$ cat config.mk
export PLATFORM = sky130hd
export DESIGN_NAME = pcfg_regfile
export DESIGN_NICKNAME = d
export VERILOG_FILES = /design/src/rtl/pcfg_pkg.sv /design/src/rtl/pcfg_sync.sv /design/src/rtl/pcfg_change.sv /design/src/rtl/pcfg_regfile.sv
export SDC_FILE = /design/constraint.sdc
export NUM_CORES = 1
export LEC_CHECK = 0
export BUFFER_PORTS_ARGS = -buffer_cell sky130_fd_sc_hd__buf_2
export CAP_MARGIN = 20
export CORE_ASPECT_RATIO = 0.75
export CORE_MARGIN = 3
export CORE_UTILIZATION = 30
export CTS_CLUSTER_DIAMETER = 40
export DETAILED_ROUTE_END_ITERATION = 16
export SLEW_MARGIN = 20
export SYNTH_ARGS = -nofsm -noshare
export SYNTH_HDL_FRONTEND = slang
export SYNTH_SLANG_ARGS = --single-unit
$ cat constraint.sdc
create_clock -name clk -period 1.58 [get_ports clk]
set_input_delay 0.158 -clock clk [delete_from_list [all_inputs] [get_ports clk]]
set_output_delay 0.158 -clock clk [all_outputs]
set_load 0.05 [all_outputs]
$ cat src/rtl/pcfg_pkg.sv
package pcfg_pkg;
    typedef enum logic [1:0] {
        ST_IDLE  = 2'd0,
        ST_WRITE = 2'd1,
        ST_READ  = 2'd2
    } bus_state_t;

    localparam int NPIN = 4;

    // configuration/status bit positions
    localparam int CB_ACK     = 0;
    localparam int CB_IRQ     = 1;
    localparam int CB_PWR     = 2;
    localparam int CB_AUDIO   = 3;
    localparam int CB_RSVD    = 4;
    localparam int CB_PATH8   = 5;
    localparam int CB_SIGEN   = 6;
    localparam int CB_CHANGED = 7;
endpackage

$ cat src/rtl/pcfg_sync.sv
module pcfg_sync #(
    parameter int W = 4
) (
    input  logic         clk,
    input  logic         rst_n,
    input  logic [W-1:0] async_in,
    output logic [W-1:0] sync_out
);
    logic [W-1:0] meta_q;
    logic [W-1:0] stab_q;

    always_ff @(posedge clk or negedge rst_n) begin
        if (!rst_n) begin
            meta_q <= '0;
            stab_q <= '0;
        end else begin
            meta_q <= async_in;
            stab_q <= meta_q;
        end
    end

    assign sync_out = stab_q;
endmodule

$ cat src/rtl/pcfg_change.sv
module pcfg_change #(
    parameter int W = 4
) (
    input  logic         clk,
    input  logic         rst_n,
    input  logic [W-1:0] live,
    input  logic         host_wr,
    input  logic [W-1:0] host_val,
    output logic [W-1:0] flag
);
    logic [W-1:0] prev_q;

    for (genvar i = 0; i < W; i++) begin : g_bit
        logic evt;
        assign evt = live[i] ^ prev_q[i];

        always_ff @(posedge clk or negedge rst_n) begin
            if (!rst_n) begin
                prev_q[i] <= 1'b0;
                flag[i]   <= 1'b0;
            end else begin
                prev_q[i] <= live[i];
                if (evt)
                    flag[i] <= 1'b1;          // detected transition outranks a host clear
                else if (host_wr)
                    flag[i] <= host_val[i];
            end
        end

        // any detected transition leaves the flag set
        a_r4_edge_sets_flag: assert property (@(posedge clk) disable iff (!rst_n)
            (live[i] != prev_q[i]) |=> flag[i]);

        // without a transition, a host write loads the flag
        a_r5_write_loads_flag: assert property (@(posedge clk) disable iff (!rst_n)
            (host_wr && (live[i] == prev_q[i])) |=> (flag[i] == $past(host_val[i])));
    end
endmodule

$ cat src/rtl/pcfg_regfile.sv
module pcfg_regfile
    import pcfg_pkg::*;
#(
    parameter int          ADDR_W  = 8,
    parameter logic [ADDR_W-1:0] CFG_OFS = 8'h02,
    parameter logic [ADDR_W-1:0] PIN_OFS = 8'hFC
) (
    input  logic              clk,
    input  logic              rst_n,
    input  logic              bus_req,
    input  logic              bus_wr,
    input  logic [ADDR_W-1:0] bus_addr,
    input  logic [7:0]        bus_wdata,
    output logic [7:0]        bus_rdata,
    output logic              bus_ack,
    input  logic              irq_req,
    input  logic              pin_ready,
    input  logic              pin_wprot,
    input  logic              pin_batt1,
    input  logic              pin_batt2,
    output logic              byte_path_only
);
    bus_state_t        state_q;
    logic [ADDR_W-1:0] addr_q;
    logic [7:0]        data_q;

    logic [NPIN-1:0] live;
    logic [NPIN-1:0] chg;
    logic            chg_wr;
    logic            cfg_wr;
    logic            path8_q, sigen_q, audio_q, pwr_q;
    logic [7:0]      rd_mux;

    // live order: [3] batt1, [2] batt2, [1] ready, [0] wprot
    pcfg_sync #(.W(NPIN)) u_sync (
        .clk      (clk),
        .rst_n    (rst_n),
        .async_in ({pin_batt1, pin_batt2, pin_ready, pin_wprot}),
        .sync_out (live)
    );

    assign chg_wr = (state_q == ST_WRITE) && (addr_q == PIN_OFS);
    assign cfg_wr = (state_q == ST_WRITE) && (addr_q == CFG_OFS);

    pcfg_change #(.W(NPIN)) u_chg (
        .clk      (clk),
        .rst_n    (rst_n),
        .live     (live),
        .host_wr  (chg_wr),
        .host_val (data_q[7:4]),
        .flag     (chg)
    );

    // state register
    always_ff @(posedge clk or negedge rst_n) begin
        if (!rst_n) begin
            state_q <= ST_IDLE;
            addr_q  <= '0;
            data_q  <= '0;
        end else begin
            unique case (state_q)
                ST_IDLE: if (bus_req) begin
                    state_q <= bus_wr ? ST_WRITE : ST_READ;
                    addr_q  <= bus_addr;
                    data_q  <= bus_wdata;
                end
                ST_WRITE: state_q <= ST_IDLE;
                ST_READ:  state_q <= ST_IDLE;
                default:  state_q <= ST_IDLE;
            endcase
        end
    end

    // configuration storage
    always_ff @(posedge clk or negedge rst_n) begin
        if (!rst_n) begin
            path8_q <= 1'b0;
            sigen_q <= 1'b0;
            audio_q <= 1'b0;
            pwr_q   <= 1'b0;
        end else if (cfg_wr) begin
            path8_q <= data_q[CB_PATH8];
            sigen_q <= data_q[CB_SIGEN];
            audio_q <= data_q[CB_AUDIO];
            pwr_q   <= data_q[CB_PWR];
        end
    end

    always_comb begin
        rd_mux = '0;
        if (addr_q == CFG_OFS) begin
            rd_mux[CB_CHANGED] = |chg;
            rd_mux[CB_SIGEN]   = sigen_q;
            rd_mux[CB_PATH8]   = path8_q;
            rd_mux[CB_AUDIO]   = audio_q;
            rd_mux[CB_PWR]     = pwr_q;
            rd_mux[CB_IRQ]     = irq_req;
        end else if (addr_q == PIN_OFS) begin
            rd_mux = {chg, live};
        end
    end

    // outputs
    always_ff @(posedge clk or negedge rst_n) begin
        if (!rst_n) begin
            bus_ack   <= 1'b0;
            bus_rdata <= '0;
        end else begin
            unique case (state_q)
                ST_IDLE:  bus_ack <= 1'b0;
                ST_WRITE: bus_ack <= 1'b1;
                ST_READ: begin
                    bus_ack   <= 1'b1;
                    bus_rdata <= rd_mux;
                end
                default:  bus_ack <= 1'b0;
            endcase
        end
    end

    assign byte_path_only = path8_q;

    // acknowledge is a single-cycle pulse
    a_r2_ack_single: assert property (@(posedge clk) disable iff (!rst_n)
        bus_ack |=> !bus_ack);

    // acknowledge and reserved bits of the config byte read zero
    a_r8_fixed_zero: assert property (@(posedge clk) disable iff (!rst_n)
        (state_q == ST_READ && addr_q == CFG_OFS) |=>
            (bus_rdata[CB_ACK] == 1'b0 && bus_rdata[CB_RSVD] == 1'b0));

    // path select moves only after a config write
    a_r7_path_from_write: assert property (@(posedge clk) disable iff (!rst_n)
        !$stable(byte_path_only) |-> $past(cfg_wr));

    // summary bit matches the change flags at the read
    a_r10_changed_summary: assert property (@(posedge clk) disable iff (!rst_n)
        (state_q == ST_READ && addr_q == CFG_OFS) |=>
            (bus_rdata[CB_CHANGED] == $past(|chg)));

    // unmapped reads return zero
    a_r11_unmapped_zero: assert property (@(posedge clk) disable iff (!rst_n)
        (state_q == ST_READ && addr_q != CFG_OFS && addr_q != PIN_OFS) |=>
            (bus_rdata == 8'h00));
endmodule

Word-level counts from Yosys, hierarchy flattened. Cells that the tools add are included.

Equal/unequal tests: 5. Mux-type cells: 17. Bitwise operators: 4. Reduce and logical (&&, ||, !) cells: 10.

Operator list (count): two-way mux 1 bit (11); == test 8 x 2 -> 1 bit, second input constant (1); == test 8 bit, second input constant (1); two-way mux 8 bit (1); nonzero test 2 bit (4); two-way mux 2 bit (3); two-way mux 3 bit (2); OR reduction 4 bit (1); XOR 1 bit (4); == test 2 x 1 -> 1 bit, second input constant (1); == test 2 bit, second input constant (1); logical AND 1 bit (2); zero test 2 bit (1); inequality test 2 bit, second input constant (1); AND reduction 2 bit (1); OR reduction 2 bit (1).

Register bits: 47. Output and inout bits: 10. Logic and storage cells: 55.

Logic depth before layout (Yosys ltp). Gate-level depths: netlist (run 1).

Depth after elaboration: 4. Gate-level depth with buffers: 6. Gate-level depth less buffers: 5.

Cells and area by module. Synthesis (run 1) repeated with hierarchy kept, for this count alone.

Cells, all modules: 114. Area, all modules: 1736.7 um2.

Modules (own cells, without submodules): pcfg_regfile (instances 1, cells each 85, area an instance 1241.2 um2, seq. area each 725.7 um2); pcfg_change (instances 1, cells each 21, area an instance 295.3 um2, seq. area each 200.2 um2); pcfg_sync (instances 1, cells each 8, area an instance 200.2 um2, seq. area each 200.2 um2).

Worst setup path before layout (run 1). No wires, ideal clock.

Path kind: register -> register. Start point: register state_q[0]. End point: register addr_q[0]. Arrival time: 1.313 ns. Setup slack: 0.143 ns. Stages on the path, launching flop included: 6. Path buffers: 1. Clock period less this slack: 1.437 ns. Cell sequence: dfrtp_1 -> inv_1 -> ha_1 -> nand2_1 -> buf_2 -> mux2_2.

Cells in the longest elaborated chain, start to end: 2.

RTL lines: from (decl) (RTL line pcfg_regfile.sv:23) `bus_state_t state_q;`; from (signal assigned) (RTL line pcfg_regfile.sv:63) `state_q <= bus_wr ? ST_WRITE : ST_READ;`; zero test 2 bit (RTL line pcfg_regfile.sv:61) `unique case (state_q)`; AND reduction 2 bit (no source line); to (signal assigned) (RTL line pcfg_regfile.sv:64) `addr_q <= bus_addr;`; to (decl) (RTL line pcfg_regfile.sv:24) `logic [ADDR_W-1:0] addr_q;`.

Every way passes these cells. A chain may end at the register's enable or synchronous reset.

Worst setup path after layout (run 1).
Start point: register state_q[0]. End point: register bus_rdata[2].

Cells in the longest elaborated chain, start to end: 1.

RTL lines: == test 2 bit (RTL line pcfg_regfile.sv:109) `unique case (state_q)`; to (signal assigned) (RTL line pcfg_regfile.sv:114) `bus_rdata <= rd_mux;`; to (decl) (RTL line pcfg_regfile.sv:14) `output logic [7:0] bus_rdata,`.

Every way passes these cells.

==> out/results.tsv, run 1 <==
metric	value	unit
maximum clock skew at final layout	0.00933	ns
WP depth	5	
placed wire-length estimate	2.73	mm
number of levels the H-tree was split into	2	
normalized max-slew margin	67.5	%
initial antenna violation count	0	
TritonCTS clock tree	built	
horizontal die dimension	95.6	um
average size of a mapped cell	14.9	sq um
IO Port Bufs	32	
type of the worst min-delay path	primary input to register	
final hold violations	0	
final global-route overflow total	0	
switch share	30.4	%
Power Density	1310	nW/um^2
worst setup margin	0.109	ns
Final Cycle Share	93.1	%
final core occ	40.9	%
final number of max-transition violations	0	
total number of vias	1176	
die height	73.2	um
number of antenna cells inserted	0	
final weighted congestion of routability-driven global placement	0.910	
layout cells sized above 1	45.9	%
final critical-path required period	1.47	ns
cell area after synthesis	1810	sq um
maximum cell stage delay along the critical path	0.40	ns
total detailed-routing wirelength	3.67	mm
final setup violation count	0	
Peak Freq	680	MHz
via count of the first global-routing pass	1267	
Comb pwr share	23.7	%
final hold slack	0.0491	ns
Initial Utilization	32.3	%
crit-path leading delay family	flip-flops	
number of design-rule violations left by the first detailed-router iteration	72	
Max IR drop VDD	0.598	mV
critical path launch point type	register	
residual DRC count	0	
slew at the pin closest to its max-slew limit	0.488	ns
Post-Synthesis Cells	121	
unrepaired setup endpoints after global routing	false	
number of iterations in the first detailed-routing pass	4	
Inserted Clock Buffers	5	
leakage power total	1.05	nW
number of placement rows	23	
run status	completed	
pre-CTS setup slack	0.0338	ns
clock root buffer master	clkbuf_8	
final routed wire length divided by cell count	14.8	um
number of I/O pins	35	
DR vias/cell	4.76	
distinct cell type count after synthesis	29	
CP required	1.76	ns
critical path, cell by cell	inv_1 > ha_2 > buf_4 > and2b_1 > a221o_2	
yosys synthesis warning count	0	
CTS sink count	45	
post-route antenna net violation count	0	
cell count of the worst hold path	2	
global routing usage summed across all routing layers	11.9	%
cell internal pwr	0.00208	W
register bit total from synthesis	45	
count of maximum capacitance violations	0	
slowest cell on the critical path	dfrtp_1	
worst endpoint data arrival time	1.65	ns
relative area change from synthesis to final layout	26.4	%
Die Footprint	7000	sq um
critical-path maximum fanout	5	
post-synthesis net count	149	
endpoint type of the worst setup path	register	
clock network latency to the later pin of the worst-skew pair	0.29	ns
part of the total power dissipated in sequential elements	52.5	%
Overall Power	0.00299	W
clock slew at the register clock pins of the worst setup and hold paths	0.08	ns
nets	200	
Switching Power	0.000912	W
worst setup slack for register-to-register paths	0.11	ns
maximum number of pins on one net before global-route repair	26	
Clock Tree Buf Depth	2	
worst setup path class	register to register	
Worst R2R Path Depth	5	
area of the core	5580	sq um
TNS Setup	0	ns
proportion of power drawn by the clock network	23.8	%
global-route wire length before repair	6.20	mm
sequential area share after synthesis	62.4	%
number of buffers and inverters on the critical path	2	
==> area by class of cell <==
cell class,count,area (sq um)
fill,538,3300
sequential,45,1130
multi-input combinational,70,658
timing repair buffer,46,303
tap,75,93.8
clock buffer,7,86.3
inverter,4,15.0
==> power groups by stage <==
stage | clock [W] | sequential (W) | combinational, W
detailed placement | 0 | 0.00160 | 0.000701
floorplan | 0 | 0.00161 | 0.000395
global route | 0.000800 | 0.00161 | 0.000780
global placement | 0 | 0.00157 | 0.000682
finish | 0.000713 | 0.00157 | 0.000708
CTS | 0.000729 | 0.00157 | 0.000714
==> through the flow <==
step                cell area [sq um]  instances
floorplan                        1810        121
global placement                 2130        233
detailed placement               2130        233
CTS                              2260        245
global route                     2280        247
finish                           2280        247
==> path summary, 6_finish.rpt <==
kind / start / end
max in group asynchronous: rst_n / bus_ack$_DFF_PN0_
hold / removal: bus_wr / state_q[1]$_DFFE_PN0P_
setup reg to reg: state_q[0]$_DFFE_PN0P_ / bus_rdata[2]$_DFFE_PN0N_
min in group asynchronous: rst_n / u_sync.meta_q[1]$_DFF_PN0_
hold reg to reg: u_sync.meta_q[2]$_DFF_PN0_ / u_sync.sync_out[2]$_DFF_PN0_
setup / recovery: state_q[0]$_DFFE_PN0P_ / bus_rdata[2]$_DFFE_PN0N_
==> cell usage after synthesis <==
library cell,n,area [sq um]
buf_2,1,5.00
ha_1,3,37.5
nor4b_1,1,8.76
nor2b_1,1,6.26
o31ai_1,4,30.0
and2b_1,6,45.0
a221o_2,5,56.3
xnor2_1,4,35.0
nand4bb_4,1,27.5
a41oi_1,1,8.76
and4bb_2,1,12.5
mux2i_1,1,10.0
nor3_4,1,16.3
and4_1,1,8.76
nor4b_2,1,15.0
and3_2,1,7.51
nor4_2,1,12.5
a22o_1,2,17.5
o21ai_0,2,10.0
nand3_1,5,25.0
inv_1,4,15.0
dfrtp_1,45,1130
nand3_2,1,10.0
nor4_1,2,12.5
mux2_2,18,203
clkbuf_1,1,3.75
nand2_1,1,3.75
nand4_1,5,31.3
a21oi_1,1,5.00
==> registers in the layout, indices dropped and copies added, names as in the netlist <==
signal / count
u_chg.prev_q: 4
u_sync.sync_out: 4
sigen_q: 1
audio_q: 1
addr_q: 8
pwr_q: 1
u_chg.flag: 4
bus_rdata: 8
bus_ack: 1
state_q: 2
u_sync.meta_q: 4
byte_path_only: 1
data_q: 6
==> routing by layer <==
layer / track usage [%] / share of wire, % / up-vias
met5: 0 / 0 / -
met4: 4.26 / 0.63 / 0
met3: 4.54 / 6.5 / 5
met2: 17.0 / 45 / 33
met1: 16.4 / 48 / 587
li1: - / - / 551
==> layout by cell type, fill, tap and decap left out <==
cell type,count
o31ai_1,4
clkbuf_8,6
and4bb_2,1
buf_12,2
a41oi_1,1
ha_1,2
nor4b_2,1
a221o_2,5
nor4b_1,1
a21oi_1,1
nor4_1,2
inv_2,1
nand3_2,1
mux2_2,18
nand2_1,1
nor2b_1,1
o21ai_0,2
dlygate4sd3_1,5
dfrtp_1,45
nand4_1,5
nand3_1,5
ha_2,1
and3_2,1
clkbuf_1,1
inv_1,3
mux2i_1,1
nor3_4,1
buf_2,32
and2b_1,6
buf_4,7
nand4bb_4,1
xnor2_1,4
and4_1,1
nor4_2,1
a22o_1,2
==> what timing repair did <==
| action | in CTS | in global routing |
|---|---|---|
| buffers inserted | 0 | 2 |
| endpoints found under the setup margin | 0 | 7 |
| gates resized for setup | 0 | 2 |
| hold buffers | 5 | 0 |
| endpoints found under the hold margin | 24 | 0 |
==> logic make-up after synthesis <==
group | after synthesis | synth area share (%)
flops | 45 | 62.4
simple gates | 29 | 13.4
compound gates | 15 | 7.07
buf+inv | 6 | 1.32
xor+xnor | 4 | 1.94
fa+ha+maj | 3 | 2.08
mux | 19 | 11.8
(Power assumes the default switching activity.)
==> run 2: changes to the inputs <==
--- a/config.mk
+++ b/config.mk
@@ -7,7 +7,7 @@
 export LEC_CHECK = 0
 export BUFFER_PORTS_ARGS = -buffer_cell sky130_fd_sc_hd__buf_2
 export CAP_MARGIN = 20
-export CORE_ASPECT_RATIO = 0.75
+export CORE_ASPECT_RATIO = 2
 export CORE_MARGIN = 3
 export CORE_UTILIZATION = 30
 export CTS_CLUSTER_DIAMETER = 40
==> run 2 against run 1 <==
Register-to-register slack better by 0.04 ns. Clock power is 50% higher. Clock-buffer cell count unchanged. Global-route usage down 0.16 points. Maximum frequency grew 3.0%. Cell count decreased by 6.5%. Clock skew fell by 0.0071 ns. Via count down 3.7%. Power up 11%. Core utilization is 0.87 points lower. Wire length down 1.7%. Highest routed layer unchanged.
==> out/results.tsv, run 2 (synthesis results as in run 1) <==
metric	value	unit	change
Final Cycle Share	90.4	%	-2.7 points
TNS Setup	0	ns	unchanged
type of the worst min-delay path	primary input to register		
final global-route overflow total	0		unchanged
TritonCTS clock tree	built		
number of levels the H-tree was split into	2		unchanged
Die Footprint	7040	sq um	+0.66%
DR vias/cell	4.90		+2.9%
residual DRC count	0		unchanged
commonest non-fill, non-tap cell in the layout	dfrtp_1		
CP required	1.74	ns	-0.02 ns
Max IR drop VDD	0.798	mV	+33%
initial antenna violation count	0		unchanged
post-route antenna net violation count	0		unchanged
die height	116	um	+58%
final routed wire length divided by cell count	15.6	um	+5.1%
horizontal die dimension	60.9	um	-36%
maximum clock skew at final layout	0.00222	ns	-0.00711 ns
total detailed-routing wirelength	3.60	mm	-1.7%
relative area change from synthesis to final layout	27.6	%	
number of design-rule violations left by the first detailed-router iteration	10		-86%
registers with the most flip-flops	addr_q: 8 flops, bus_rdata: 8 flops, data_q: 6 flops		
Peak Freq	700	MHz	+3.0%
unrepaired setup endpoints after global routing	false		
worst endpoint data arrival time	1.59	ns	-0.06 ns
leakage power total	1.06	nW	+1.3%
final weighted congestion of routability-driven global placement	0.812		-11%
worst setup path class	register to register		
maximum cell stage delay along the critical path	0.38	ns	-0.02 ns
final core occ	40.0	%	-0.87 points
number of I/O pins	35		unchanged
final number of max-transition violations	0		unchanged
critical-path maximum fanout	7		+2
normalized max-slew margin	63.0	%	-4.5 points
worst setup slack for register-to-register paths	0.15	ns	+0.04 ns
clock network latency to the later pin of the worst-skew pair	0.28	ns	about the same
Initial Utilization	31.4	%	-0.98 points
total number of vias	1132		-3.7%
endpoint type of the worst setup path	register		
area of the core	5760	sq um	+3.1%
nets	197		-1.5%
number of antenna cells inserted	0		unchanged
Clock Tree Buf Depth	2		unchanged
placed wire-length estimate	2.79	mm	+2.5%
run status	completed		
Power Density	1450	nW/um^2	+10%
slew at the pin closest to its max-slew limit	0.556	ns	+0.0674 ns
commonest cells after routing, fill and taps aside	dfrtp_1 (45), buf_2 (32), mux2_2 (18)		
CTS sink count	45		unchanged
via count of the first global-routing pass	1255		-0.95%
critical path, cell by cell	inv_1 > ha_2 > buf_4 > and2b_1 > a221o_2		
IO Port Bufs	32		unchanged
critical path launch point type	register		
clock root buffer master	clkbuf_16		
layout cells sized above 1	45.9	%	-0.048 points
slowest cell on the critical path	dfrtp_1		
count of maximum capacitance violations	0		unchanged
maximum number of pins on one net before global-route repair	46		+77%
number of iterations in the first detailed-routing pass	3		-1
clock slew at the register clock pins of the worst setup and hold paths	0.06	ns	-0.02 ns
number of placement rows	39		+70%
final setup violation count	0		unchanged
global routing usage summed across all routing layers	11.7	%	-0.16 points
Overall Power	0.00333	W	+11%
Inserted Clock Buffers	5		unchanged
global-route wire length before repair	6.06	mm	-2.3%
final critical-path required period	1.43	ns	-0.0425 ns
final hold violations	0		unchanged
run 2: changes by cell type in the layout (fill, tap and decap cells not counted):
cell       change
inv_2          -1
ha_1           -1
clkbuf_8       -4
clkbuf_16      +5
clkbuf_1       -1
inv_1          +1
buf_12         -1
buf_4          -2
ha_2           +1
clkinv_2       +1
run 2: layer usage:
layer	global-route usage, %	part of all wire [%]	up-vias
met2	21.2	60	19
met5	0	0	-
met4	5.50	2.2	0
li1	-	-	543
met1	12.3	35	565
met3	2.56	3.2	5
run 2: cell type report:
cell class / count / area (sq um)
Sequential cell: 45 / 1130
Tap cell: 61 / 76.3
Multi-Input combinational cell: 70 / 661
Fill cell: 573 / 3450
Inverter: 4 / 15.0
Clock inverter: 1 / 5.00
Timing Repair Buffer: 43 / 268
Clock buffer: 7 / 153
run 2: report_power, final:
group	total [W]	leakage [nW]	switching [W]	internal [W]
sequential	0.00157	0.544	0.000206	0.00137
combinational	0.000689	0.440	0.000328	0.000361
clock	0.00107	0.0799	0.000404	0.000669
total	0.00333	1.06	0.000938	0.00240
run 2: path summary, 6_finish.rpt:
path	start	to	depth (start not counted)
hold / removal	bus_wr	state_q[1]$_DFFE_PN0P_	2
max in group asynchronous	rst_n	u_sync.meta_q[2]$_DFF_PN0_	3
hold reg to reg	u_sync.meta_q[2]$_DFF_PN0_	u_sync.sync_out[2]$_DFF_PN0_	0
setup reg to reg	state_q[0]$_DFFE_PN0P_	bus_rdata[1]$_DFFE_PN0N_	5
setup / recovery	state_q[0]$_DFFE_PN0P_	bus_rdata[1]$_DFFE_PN0N_	5
min in group asynchronous	rst_n	u_sync.meta_q[0]$_DFF_PN0_	3
run 2: critical path, delay by kind of cell (launching register included):
kind                     cells  cell delay (ns)
flip-flops                   1             0.38
AO/OA/AOI/OAI                1             0.29
adder cells (fa/ha/maj)      1             0.25
buffers and inverters        2             0.23
AND/OR/NAND/NOR              1             0.17
run 2: timing repair:
| action | 4_1_cts | 5_1_grt |
|---|---|---|
| endpoints found under the setup margin | 0 | 8 |
| setup buffers | 0 | 0 |
| endpoints found under the hold margin | 49 | 0 |
| hold buffers | 5 | 0 |
| resized for setup | 0 | 2 |
run 2: per-stage QoR:
stage	hold slack [ns]	instance area, sq um	setup slack [ns]	std cells
2_1_floorplan	-0.138	1810	0.143	121
3_3_place_gp	0.251	2090	0.0860	218
3_5_place_dp	0.268	2090	0.0441	218
4_1_cts	0.0518	2300	0.0344	231
5_1_grt	0.0549	2300	0.0539	231
6_report	0.0583	2300	0.151	231
